File: config.mk
export PLATFORM = sky130hd
export DESIGN_NAME = txc_status_reg
export DESIGN_NICKNAME = d
export VERILOG_FILES = /design/src/rtl/txc_pkg.sv /design/src/rtl/txc_lane.sv /design/src/rtl/txc_irq_tree.sv /design/src/rtl/txc_read_mux.sv /design/src/rtl/txc_status_reg.sv
export SDC_FILE = /design/constraint.sdc
export NUM_CORES = 1
export LEC_CHECK = 0
export ABC_AREA = 0
export BUFFER_PORTS_ARGS = -buffer_cell sky130_fd_sc_hd__buf_4
export CAP_MARGIN = 20
export CELL_PAD_IN_SITES_DETAIL_PLACEMENT = 0
export CELL_PAD_IN_SITES_GLOBAL_PLACEMENT = 1
export CORE_ASPECT_RATIO = 0.7
export CORE_MARGIN = 3
export CORE_UTILIZATION = 25
export CTS_BUF_LIST = sky130_fd_sc_hd__clkbuf_4 sky130_fd_sc_hd__clkbuf_8 sky130_fd_sc_hd__clkbuf_16
export DETAILED_ROUTE_END_ITERATION = 6
export MAX_ROUTING_LAYER = met4
export PLACE_DENSITY = 0.91
export SLEW_MARGIN = 15
export SYNTH_ARGS = -nofsm -noshare
export SYNTH_HDL_FRONTEND = slang
export SYNTH_SLANG_ARGS = --single-unit
File: constraint.sdc
create_clock -name clk -period 1.5 [get_ports clk]
set_input_delay 0.075 -clock clk [delete_from_list [all_inputs] [get_ports clk]]
set_output_delay 0.075 -clock clk [all_outputs]
set_load 0.01 [all_outputs]
File: src/rtl/txc_pkg.sv
package txc_pkg;
   localparam int LANE_W = 8;

   function automatic int lanes_for(input int nbits);
      return nbits / LANE_W;
   endfunction
endpackage

File: src/rtl/txc_lane.sv
module txc_lane #(
   parameter int W = 8
) (
   input  logic         clk,
   input  logic         rst_n,
   input  logic         wr_hit,
   input  logic [W-1:0] wdata,
   input  logic [W-1:0] done,
   input  logic [W-1:0] treq,
   output logic [W-1:0] flags
);
   logic [W-1:0] clr;

   // zero in write data clears; request pulse clears; completion wins
   always_comb clr = treq | (wr_hit ? ~wdata : '0);

   always_ff @(posedge clk or negedge rst_n) begin
      if (!rst_n) flags <= '0;
      else        flags <= (flags & ~clr) | done;
   end
endmodule

File: src/rtl/txc_irq_tree.sv
module txc_irq_tree #(
   parameter int N        = 16,
   parameter bit IRQ_PIPE = 1'b0
) (
   input  logic         clk,
   input  logic         rst_n,
   input  logic [N-1:0] flags,
   input  logic [N-1:0] en,
   output logic         irq
);
   logic hit;
   always_comb hit = |(flags & en);

   generate
      if (IRQ_PIPE) begin : g_reg
         logic irq_q;
         always_ff @(posedge clk or negedge rst_n) begin
            if (!rst_n) irq_q <= 1'b0;
            else        irq_q <= hit;
         end
         assign irq = irq_q;
      end else begin : g_comb
         assign irq = hit;
      end
   endgenerate
endmodule

File: src/rtl/txc_read_mux.sv
module txc_read_mux #(
   parameter int N = 16
) (
   input  logic         rmw_rd,
   input  logic [N-1:0] flags,
   output logic [N-1:0] rdata
);
   always_comb rdata = rmw_rd ? '1 : flags;
endmodule

File: src/rtl/txc_status_reg.sv
module txc_status_reg #(
   parameter int NUM_BUF  = 16,
   parameter bit IRQ_PIPE = 1'b0,
   localparam int NL      = txc_pkg::lanes_for(NUM_BUF),
   localparam int LW      = txc_pkg::LANE_W
) (
   input  logic               clk,
   input  logic               rst_n,
   input  logic               bus_sel,
   input  logic               bus_we,
   input  logic               bus_rmw,
   input  logic [NL-1:0]      bus_lane,
   input  logic [NUM_BUF-1:0] bus_wdata,
   output logic [NUM_BUF-1:0] bus_rdata,
   input  logic [NUM_BUF-1:0] done_pulse,
   input  logic [NUM_BUF-1:0] treq_pulse,
   input  logic [NUM_BUF-1:0] int_en,
   output logic               irq
);
   generate
      if (NUM_BUF % LW != 0 || NUM_BUF < LW) begin : g_bad_width
         $error("NUM_BUF must be a nonzero multiple of the lane width");
      end
   endgenerate

   logic [NUM_BUF-1:0] stat_q;
   logic               wr_acc;
   logic               rmw_rd;

   always_comb begin
      wr_acc = bus_sel & bus_we;
      rmw_rd = bus_sel & ~bus_we & bus_rmw;
   end

   generate
      for (genvar l = 0; l < NL; l++) begin : g_lane
         txc_lane #(.W(LW)) u_lane (
            .clk   (clk),
            .rst_n (rst_n),
            .wr_hit(wr_acc & bus_lane[l]),
            .wdata (bus_wdata[l*LW +: LW]),
            .done  (done_pulse[l*LW +: LW]),
            .treq  (treq_pulse[l*LW +: LW]),
            .flags (stat_q[l*LW +: LW])
         );
      end
   endgenerate

   txc_irq_tree #(.N(NUM_BUF), .IRQ_PIPE(IRQ_PIPE)) u_irq (
      .clk  (clk),
      .rst_n(rst_n),
      .flags(stat_q),
      .en   (int_en),
      .irq  (irq)
   );

   txc_read_mux #(.N(NUM_BUF)) u_rd (
      .rmw_rd(rmw_rd),
      .flags (stat_q),
      .rdata (bus_rdata)
   );
endmodule

==> impl_metrics.tcl, run 1 <==
set metrics [dict create \
    clkSlewWorstSetupHoldPaths_ns 0.06 \
    drc 0 \
    yosysUniqueCellTypes 11 \
    peakVddDrop_mv 0.560 \
    top_layer_used "met4" \
    via_count 1027 \
    p_int_uw 863 \
    drt_iter0_drc 9 \
    slew_viol_final 0 \
    netlist_top_cells_area "dfrtp_1, nand2b_1, nor2b_1" \
    crit_type "flip-flop to output port" \
    ys_warn_count 0 \
    nets 257 \
    ys_seq_area_share_pct 44.0 \
    ys_top_cells_by_count "nand2b_1, dfrtp_1, nor2b_1, o21ai_0, or2b_1" \
    p_per_area_nw_per_um2 684 \
    grt_max_degree 17 \
    critPathCaptureType "output port" \
    combPwrFrac_pct 29.7 \
    syn_area_per_cell_um2 9.79 \
    cts_tree "yes" \
    regMostFlops "g_lane.u_lane.flags" \
    avgRoutedWirePerCell_um 14.0 \
    place_hpwl_um 2760 \
    rsz0062_at_grt "yes" \
    status "complete, no violations" \
    min_period_ns 1.45 \
    rrSetupSlack_ns 0.67 \
    rows 17 \
    required_ns 1.42 \
    synth_area_leader_cell "dfrtp_1" \
    synth_top_area_share_pct 44.0 \
    startpoint "g_lane[1].u_lane.flags[3]" \
    async_flop_share_pct 100 \
    p_leak_uw 0.000795 \
    dr_wl_met3_um 343 \
    grt_pass1_vias 1154 \
    die_h_um 56.5 \
    power.total_uw 1150 \
    largest_register_ffs 16 \
    syn_area_um2 911 \
    viasPerCell 4.45 \
    syn_inst 93 \
    dr_wl_met2_um 1590 \
    post_cts_buffers 0 \
    wirelength_um 3230 \
    cts_buffer_depth 2 \
    yosysMostFrequentCell "nand2b_1" \
    cp-start-kind "flip-flop" \
    relSlewSlack_pct 74.4 \
    dr.pass1.iters 3 \
    area_delta_synth_final_pct 84.1 \
    critical_path_peak_fanout 3 \
    diodes 0 \
    p_clk_share_pct 28.0 \
    grt_overflow_total 0 \
    synth_edf_count 0 \
    clock_latency_ns 0.25 \
    drtAntennaViolNets 0 \
    die-width_um 78.1 \
    seqPwrFrac_pct 42.3 \
    clock-sinks 16 \
    r2r_cells 3 \
    finClkSkew_ns 0 \
    r2r-end "g_lane[0].u_lane.flags[7]" \
    start_util_pct 27.5 \
    hold_class "input port to flip-flop" \
    cp-endpoint "irq" \
    p_switching_uw 284 \
    cts_resized 0 \
    yosys_register_bits 16 \
    antenna_found_initial 0 \
    swShare_pct 24.8 \
    die_area_um2 4420 \
    arrival_ns 1.37 \
    top_regs "g_lane.u_lane.flags x16" \
    drive_above_1_share_pct 51.6 \
    fmax_ghz 0.692 \
    worstMarginPinSlew_ns 0.383 \
    io_pins 88 \
    finish.utilization_pct 50.5 \
    core_area_um2 3320 \
    syn_nets 164 \
    htreeDepth 1 \
    finalSetupViolCount 0 \
    grt_pass1_wl_um 5100 \
    fin_crit_sh_pct 96.4 \
    yosys_most_used_dff "dfrtp_1" \
    final_hold_viol_count 0 \
    drt-met1-wl_um 1280 \
    numCtsBuffers 3 \
    gp_congestion 0.732 \
    maxCapViolations 0 \
    port_buffers 87 \
    r2r_start "g_lane[0].u_lane.flags[7]" \
    grt_use_total_pct 15.4 \
    clockRootBuffer "clkbuf_8" \
]
[worst max-delay path, stage by stage, from the launching register on]
cell and delay (ns):
dfrtp_1 0.39, a22o_1 0.25, a221oi_2 0.19, nand4_1 0.12
buf_4 0.16
[worst min-delay path by stage]
stage | start | endpoint | depth (start not counted)
4_1_cts | done_pulse[3] | g_lane[0].u_lane.flags[3] | 2
6_report | done_pulse[3] | g_lane[0].u_lane.flags[3] | 2
5_1_grt | done_pulse[5] | g_lane[0].u_lane.flags[5] | 2
3_5_place_dp | rst_n | g_lane[1].u_lane.flags[7] | 1
3_3_place_gp | rst_n | g_lane[1].u_lane.flags[7] | 1
2_1_floorplan | rst_n | g_lane[0].u_lane.flags[0] | 0
[timing repair]
item	in CTS	in global routing
hold endpoints to repair	16	0
hold buffers	1	0
endpoints found under the setup margin	0	1
[power groups by stage]
stage	Combinational (uW)	Sequential, uW	Clock (uW)
6_report	341	485	321
5_1_grt	376	489	352
4_1_cts	347	485	337
3_5_place_dp	344	493	0
3_3_place_gp	337	492	0
2_1_floorplan	120	487	0
[metal layers]
metal | up-vias | track usage [%]
li1 | 507 | -
met1 | 462 | 18.5
met2 | 56 | 25.7
met3 | 2 | 5.13
met4 | 0 | 2.24
met5 | - | -
[final cells by class]
cell class,count,area (um^2)
Multi-Input combinational cell,76,505
Timing Repair Buffer,89,671
Fill cell,334,1640
Sequential cell,16,400
Clock buffer,3,41.3
Tap cell,47,58.8
[logic make-up (layout without fill, tap and decap cells)]
family                 count (synthesis)  count (layout)  share of synthesized area [%]
DFF                                   16              16                           44.0
and+or+nand+nor                       52              52                           36.3
AOI/OAI and AO/OA                     24              24                           19.2
buffers and inverters                  1              92                          0.549
[placed cells by master, fill, tap and decap left out]
cell	n
buf_4	88
nand2b_1	27
nor2b_1	16
o21ai_0	16
dfrtp_1	16
or2b_1	5
a22o_1	4
a221oi_2	4
clkbuf_8	3
nand3_1	2
nand3b_1	1
nand4_1	1
dlygate4sd3_1	1
[through the flow]
| step | worst slack [ns] | hold WS (ns) | TNS (ns) | std cells | instance area, um^2 |
|---|---|---|---|---|---|
| 3_3_place_gp | 0.269 | -0.0501 | 0 | 227 | 1630 |
| 3_5_place_dp | 0.284 | -0.0489 | 0 | 227 | 1630 |
| 6_report | 0.0544 | 0.0133 | 0 | 231 | 1680 |
| 5_1_grt | -0.0400 | 0.0101 | -0.0400 | 231 | 1680 |
| 4_1_cts | 0.00929 | 0.00796 | 0 | 231 | 1680 |
| 2_1_floorplan | 0.533 | -0.221 | 0 | 93 | 911 |
Note: power is estimated with default switching activity, not from simulation.
==> run 2: changes to the inputs <==
- BUFFER_PORTS_ARGS: -buffer_cell sky130_fd_sc_hd__buf_4 -> not set
- CORE_UTILIZATION: 25 -> 43
- DONT_BUFFER_PORTS: not set -> 1
- PLACE_DENSITY: 0.91 -> 0.83
- SETUP_SLACK_MARGIN: not set -> 0.4
==> run 2 against run 1 <==
  * Via count shrank 9.5%
  * Clock power shrank 33%
  * Clock skew is the same
  * Design area shrank 13%
  * Global-route usage grew 8.4 points
  * Worst setup slack gained 0.050 ns
  * Critical path type unchanged
  * Critical endpoint unchanged
  * Largest power group unchanged
==> impl_metrics.tcl, run 2 (synthesis results as in run 1) <==
set metrics [dict create \
    clock_latency_ns 0.27 \
    regMostFlops "g_lane.u_lane.flags" \
    top_regs "g_lane.u_lane.flags x16" \
    dr.pass1.iters 4 \
    fillers 132 \
    fin_hold_ws_ns 0.274 \
    p_leak_uw 0.000576 \
    r2r-end "g_lane[1].u_lane.flags[4]" \
    r2r_start "g_lane[1].u_lane.flags[4]" \
    grt_use_total_pct 23.8 \
    die_area_um2 2720 \
    via_count 929 \
    dpl.cell_count 114 \
    cp-endpoint "irq" \
    critical_path_peak_fanout 3 \
    core_area_um2 1940 \
    final_cell_mix "dlygate4sd3_1, nand2b_1, nor2b_1, o21ai_0, dfrtp_1" \
    startpoint "g_lane[0].u_lane.flags[0]" \
    slew_viol_final 0 \
    io_pins 88 \
    drtAntennaViolNets 0 \
    clock-sinks 16 \
    grt_max_degree 17 \
    rsz0062_at_grt "yes" \
    numCtsBuffers 3 \
    required_ns 1.42 \
    multi_input_area_um2 505 \
    final_common_cell "dlygate4sd3_1" \
    grt_overflow_total 0 \
    viasPerCell 5.56 \
    relSlewSlack_pct 49.2 \
    finClkSkew_ns 0 \
    critPathCaptureType "output port" \
    regArea_um2 400 \
    grt_pass1_wl_um 4460 \
    maxCapViolations 0 \
    finish.utilization_pct 75.3 \
    fin_crit_sh_pct 93.0 \
    cts_tree "yes" \
    diodes 0 \
    die-width_um 61.0 \
    fmax_ghz 0.717 \
    crit_type "flip-flop to output port" \
    rows 13 \
    finalSetupViolCount 0 \
    stdcell_count 167 \
    drt_iter0_drc 28 \
    htreeDepth 1 \
    start_util_pct 47.1 \
    nets 218 \
    setup_tns_ns 0 \
    area_delta_synth_final_pct 60.0 \
    gp_congestion 0.640 \
    min_period_ns 1.40 \
    port_buffers 0 \
    wirelength_um 3040 \
    antenna_found_initial 0 \
    final_hold_viol_count 0 \
    arrival_ns 1.32 \
    hold_class "input port to flip-flop" \
    avgRoutedWirePerCell_um 18.2 \
    rrSetupSlack_ns 0.62 \
    r2r_cells 4 \
    drc 0 \
    largest_register_ffs 16 \
    die_h_um 44.5 \
    drive_above_1_share_pct 5.52 \
    worstMarginPinSlew_ns 0.760 \
    cts_buffer_depth 2 \
    cp-start-kind "flip-flop" \
    peakVddDrop_mv 0.558 \
    p_per_area_nw_per_um2 657 \
    grt_pass1_vias 986 \
    status "complete, no violations" \
    clockRootBuffer "clkbuf_4" \
    clkSlewWorstSetupHoldPaths_ns 0.09 \
]
==> run 2: routing by layer <==
metal	track usage (%)	part of all wire [%]	routed length, um	vias to the layer above
li1	-	-	-	430
met1	25.5	37	1140	438
met2	44.1	53	1600	59
met3	7.29	9.6	291	2
met4	2.60	0.30	9	0
met5	-	0	0	-
==> run 2: repair_timing <==
action,in CTS,in global routing
hold buffers,49,0
gates resized for setup,0,1
buffers inserted,1,0
setup endpoints to repair,1,3
endpoints found under the hold margin,32,0
cloned,0,0
pin swaps,1,1
==> run 2: where the power goes <==
group | leakage, uW | total (uW) | internal (uW) | switching (uW)
clock | 0.0000138 | 216 | 93.1 | 123
combinational | 0.000389 | 255 | 155 | 100
sequential | 0.000173 | 487 | 462 | 24.7
==> run 2: worst min-delay path by stage <==
stage / from / to / slack (ns) / cells after the start
3_5_place_dp: rst_n / g_lane[0].u_lane.flags[1] / -0.22 / 0
4_1_cts: bus_we / g_lane[1].u_lane.flags[7] / 0.27 / 3
3_3_place_gp: rst_n / g_lane[0].u_lane.flags[1] / -0.22 / 0
2_1_floorplan: rst_n / g_lane[0].u_lane.flags[0] / -0.22 / 0
6_report: bus_we / g_lane[1].u_lane.flags[1] / 0.27 / 3
5_1_grt: bus_we / g_lane[1].u_lane.flags[1] / 0.29 / 3
==> run 2: through the flow <==
| step | cell area [um^2] | total power (uW) | setup WS [ns] |
|---|---|---|---|
| 2_1_floorplan | 911 | 607 | 0.533 |
| 3_3_place_gp | 933 | 629 | 0.421 |
| 3_5_place_dp | 933 | 632 | 0.417 |
| 4_1_cts | 1450 | 963 | 0.0965 |
| 5_1_grt | 1460 | 1020 | 0.0224 |
| 6_report | 1460 | 958 | 0.105 |
==> run 2: final cells by class <==
type / count / share of cell area, %
multi-input combinational: 76 / 34.7
sequential: 16 / 27.5
tap: 22 / 1.89
clock buffer: 3 / 1.55
timing repair buffer: 50 / 34.4
==> run 2: worst max-delay path: stages, from the launching register on <==
cell and delay (ns):
dfrtp_1 0.40, a22o_1 0.23, a221oi_2 0.20, nand4_1 0.21
==> run 3: changes to the inputs <==
- CELL_PAD_IN_SITES_DETAIL_PLACEMENT: 0 -> not set
- CELL_PAD_IN_SITES_GLOBAL_PLACEMENT: 1 -> not set
- CORE_ASPECT_RATIO: 0.7 -> not set
- CORE_UTILIZATION: 43 -> 58
- PLACE_DENSITY: 0.83 -> 0.77
==> run 3 against run 2 <==
  * The flow now stops in clock tree synthesis (4_1_cts)
  * Synthesized cell count unchanged
  * Synthesized area unchanged
==> impl_metrics.tcl, run 3 <==
set metrics [dict create \
    syn_inst 93 \
    numCtsBuffers 3 \
    port_buffers 0 \
    cts_hold_buf 49 \
    clockRootBuffer "clkbuf_4" \
    start_util_pct 65.9 \
    die-width_um 45.6 \
    status "stopped before the end" \
    ys_seq_area_share_pct 44.0 \
    ys_top_cells_by_count "nand2b_1, dfrtp_1, nor2b_1, o21ai_0, or2b_1" \
    htreeDepth 1 \
    syn_nets 164 \
    firstError "[ERROR DPL-0038] Utilization greater than 100%, impossible to legalize" \
    cts_resized 0 \
    yosys_register_bits 16 \
    io_pins 88 \
    synth_area_leader_cell "dfrtp_1" \
    synth_edf_count 0 \
    clock-sinks 16 \
    stop_stage "clock tree synthesis (4_1_cts)" \
    syn_area_um2 911 \
    pre_cts_ws_ns 0.433 \
    yosysMostFrequentCell "nand2b_1" \
    netlist_top_cells_area "dfrtp_1, nand2b_1, nor2b_1" \
    die_h_um 45.6 \
    syn_area_per_cell_um2 9.79 \
    gp_congestion 0.715 \
    ys_warn_count 0 \
    yosysUniqueCellTypes 11 \
    post_cts_buffers 0 \
    place_hpwl_um 1710 \
    yosys_most_used_dff "dfrtp_1" \
    cts_buffer_depth 2 \
    rows 13 \
    postPlaceCellArea_um2 925 \
    synth_top_area_share_pct 44.0 \
    async_flop_share_pct 100 \
]
run 3: cell counts after synthesis:
Identical to the previous run, type by type.
run 3: cell families after synthesis:
kind of cell	share of synthesized area, %
buffers and inverters	0.549
and+or+nand+nor	36.3
AOI/OAI and AO/OA	19.2
DFF	44.0
run 3: through the flow:
stage	hold WS (ns)	cells
after detailed placement	-0.220	107
after floorplan	-0.221	93
after global placement	-0.220	107
==> run 4: changes to the inputs <==
- CORE_AREA: not set -> 3 3 64 66
- CORE_MARGIN: 3 -> not set
- CORE_UTILIZATION: 58 -> not set
- CTS_BUF_LIST: sky130_fd_sc_hd__clkbuf_4 sky130_fd_sc_hd__clkbuf_8 sky130_fd_sc_hd__clkbuf_16 -> not set
- DIE_AREA: not set -> 0 0 67 69
- MAX_ROUTING_LAYER: met4 -> not set
- PLACE_DENSITY: 0.77 -> not set
- PLACE_DENSITY_LB_ADDON: not set -> 0.15
- SETUP_SLACK_MARGIN: 0.4 -> not set
==> run 4 against run 3 <==
  * The flow now finishes without violations
==> impl_metrics.tcl, run 4 (synthesis results as in run 1) <==
set metrics [dict create \
    r2r-end "g_lane[0].u_lane.flags[6]" \
    diodes 0 \
    worstMarginPinSlew_ns 0.762 \
    grt_pass1_vias 896 \
    core_area_um2 3630 \
    worstHoldStart "bus_wdata[7]" \
    finClkSkew_ns 0 \
    relSlewSlack_pct 49.0 \
    die-width_um 67 \
    die_area_um2 4620 \
    rsz0062_at_grt "no" \
    post_cts_buffers 0 \
    hold_path_end "g_lane[0].u_lane.flags[7]" \
    slowest_delay_ns 0.39 \
    setup_tns_ns 0 \
    grt_pass1_wl_um 4390 \
    rows 22 \
    multi_input_area_um2 505 \
    area_delta_synth_final_pct 48.1 \
    via_count 831 \
    critical_path_peak_fanout 3 \
    r2r_cells 4 \
    pre_cts_ws_ns 0.358 \
    gp_congestion 0.620 \
    dr.pass1.iters 2 \
    hold_class "input port to flip-flop" \
    fin_crit_sh_pct 93.1 \
    avgRoutedWirePerCell_um 16.5 \
    peakVddDrop_mv 0.324 \
    postPlaceCellArea_um2 973 \
    critPathCaptureType "output port" \
    top_regs "g_lane.u_lane.flags x16" \
    port_buffers 0 \
    clock_latency_ns 0.25 \
    required_ns 1.42 \
    crit_type "flip-flop to output port" \
    nets 201 \
    worstHoldPathCells 2 \
    drtAntennaViolNets 0 \
    slew_viol_final 0 \
    drive_above_1_share_pct 6.98 \
    cts_tree "yes" \
    wirelength_um 2920 \
    fillers 372 \
    fmax_ghz 0.716 \
    cpMaxStageDelayCell "dfrtp_1" \
    grt_overflow_total 0 \
    clkSlewWorstSetupHoldPaths_ns 0.06 \
    numCtsBuffers 3 \
    drc 0 \
    min_period_ns 1.40 \
    r2r_start "g_lane[0].u_lane.flags[6]" \
    startpoint "g_lane[0].u_lane.flags[0]" \
    clock-sinks 16 \
    die_h_um 69 \
    largest_register_ffs 16 \
    cts_buffer_depth 2 \
    p_per_area_nw_per_um2 812 \
    path_buf_inv 0 \
    regMostFlops "g_lane.u_lane.flags" \
    finalSetupViolCount 0 \
    antenna_found_initial 0 \
    rrSetupSlack_ns 0.15 \
    start_util_pct 25.1 \
    grt_max_degree 17 \
    final_common_cell "dlygate4sd3_1" \
    final_cell_area_um2 1350 \
    viasPerCell 4.69 \
    drt_iter0_drc 3 \
    htreeDepth 1 \
    status "complete, no violations" \
    grt_use_total_pct 12.8 \
    regArea_um2 400 \
    p_leak_uw 0.000507 \
    maxCapViolations 0 \
    arrival_ns 1.32 \
    final_hold_viol_count 0 \
    crit_family "compound AO/OA/AOI/OAI gates" \
    io_pins 88 \
    cp-start-kind "flip-flop" \
    cp_cell_sequence "a22o_1 -> a221oi_2 -> nand4_1" \
    final_cell_mix "dlygate4sd3_1, nand2b_1, nor2b_1, o21ai_0, dfrtp_1" \
    clockRootBuffer "clkbuf_8" \
    layout_setup_ws_ns 0.103 \
]
-- run 4: timing repair --
item                                   4_1_cts  5_1_grt
hold buffers                                31        1
resized for setup                            0        0
endpoints found under the hold margin       32        1
-- run 4: per-layer routing --
metal,global-route usage (%),vias to the layer above,routed length [um]
met2,20.2,58,1390
met3,4.07,2,310
li1,-,393,-
met1,16.1,378,1200
met5,0,-,0
met4,4.73,0,22
-- run 4: cell type report --
cell class	count	share of cell area, %
flip-flops and latches	16	29.7
clock buffers	4	4.08
multi-input cells	76	37.5
repair buffers	33	24.3
well taps	48	4.45
-- run 4: worst max-delay path by stage --
| stage | end | slack (ns) | cells past startpoint |
|---|---|---|---|
| after CTS | irq | 0.08 | 3 |
| final | irq | 0.10 | 3 |
| after detailed placement | irq | 0.36 | 3 |
| after global routing | irq | 0.02 | 3 |
| after global placement | irq | 0.39 | 3 |
| after floorplan | irq | 0.53 | 3 |
-- run 4: through the flow --
stage / utilization, % / power [uW] / cells / hold slack [ns]
3_3_place_gp: 26.8 / 636 / 141 / -0.220
3_5_place_dp: 26.8 / 641 / 141 / -0.220
2_1_floorplan: - / 607 / 93 / -0.221
5_1_grt: 37.1 / 1170 / 177 / 0.0140
6_report: 37.1 / 1090 / 177 / 0.00916
4_1_cts: 36.8 / 1120 / 176 / 0.000340
-- run 4: worst reg2reg max path, cell delays in order, from the launching register on --
cell           delay, ns
dfrtp_1             0.39
nor2b_1             0.14
o21ai_0             0.07
nand2b_1            0.08
dlygate4sd3_1       0.56
-- run 4: power by group --
group	internal [uW]	switching (uW)
combinational	133	93.6
clock	233	150
sequential	463	23.4
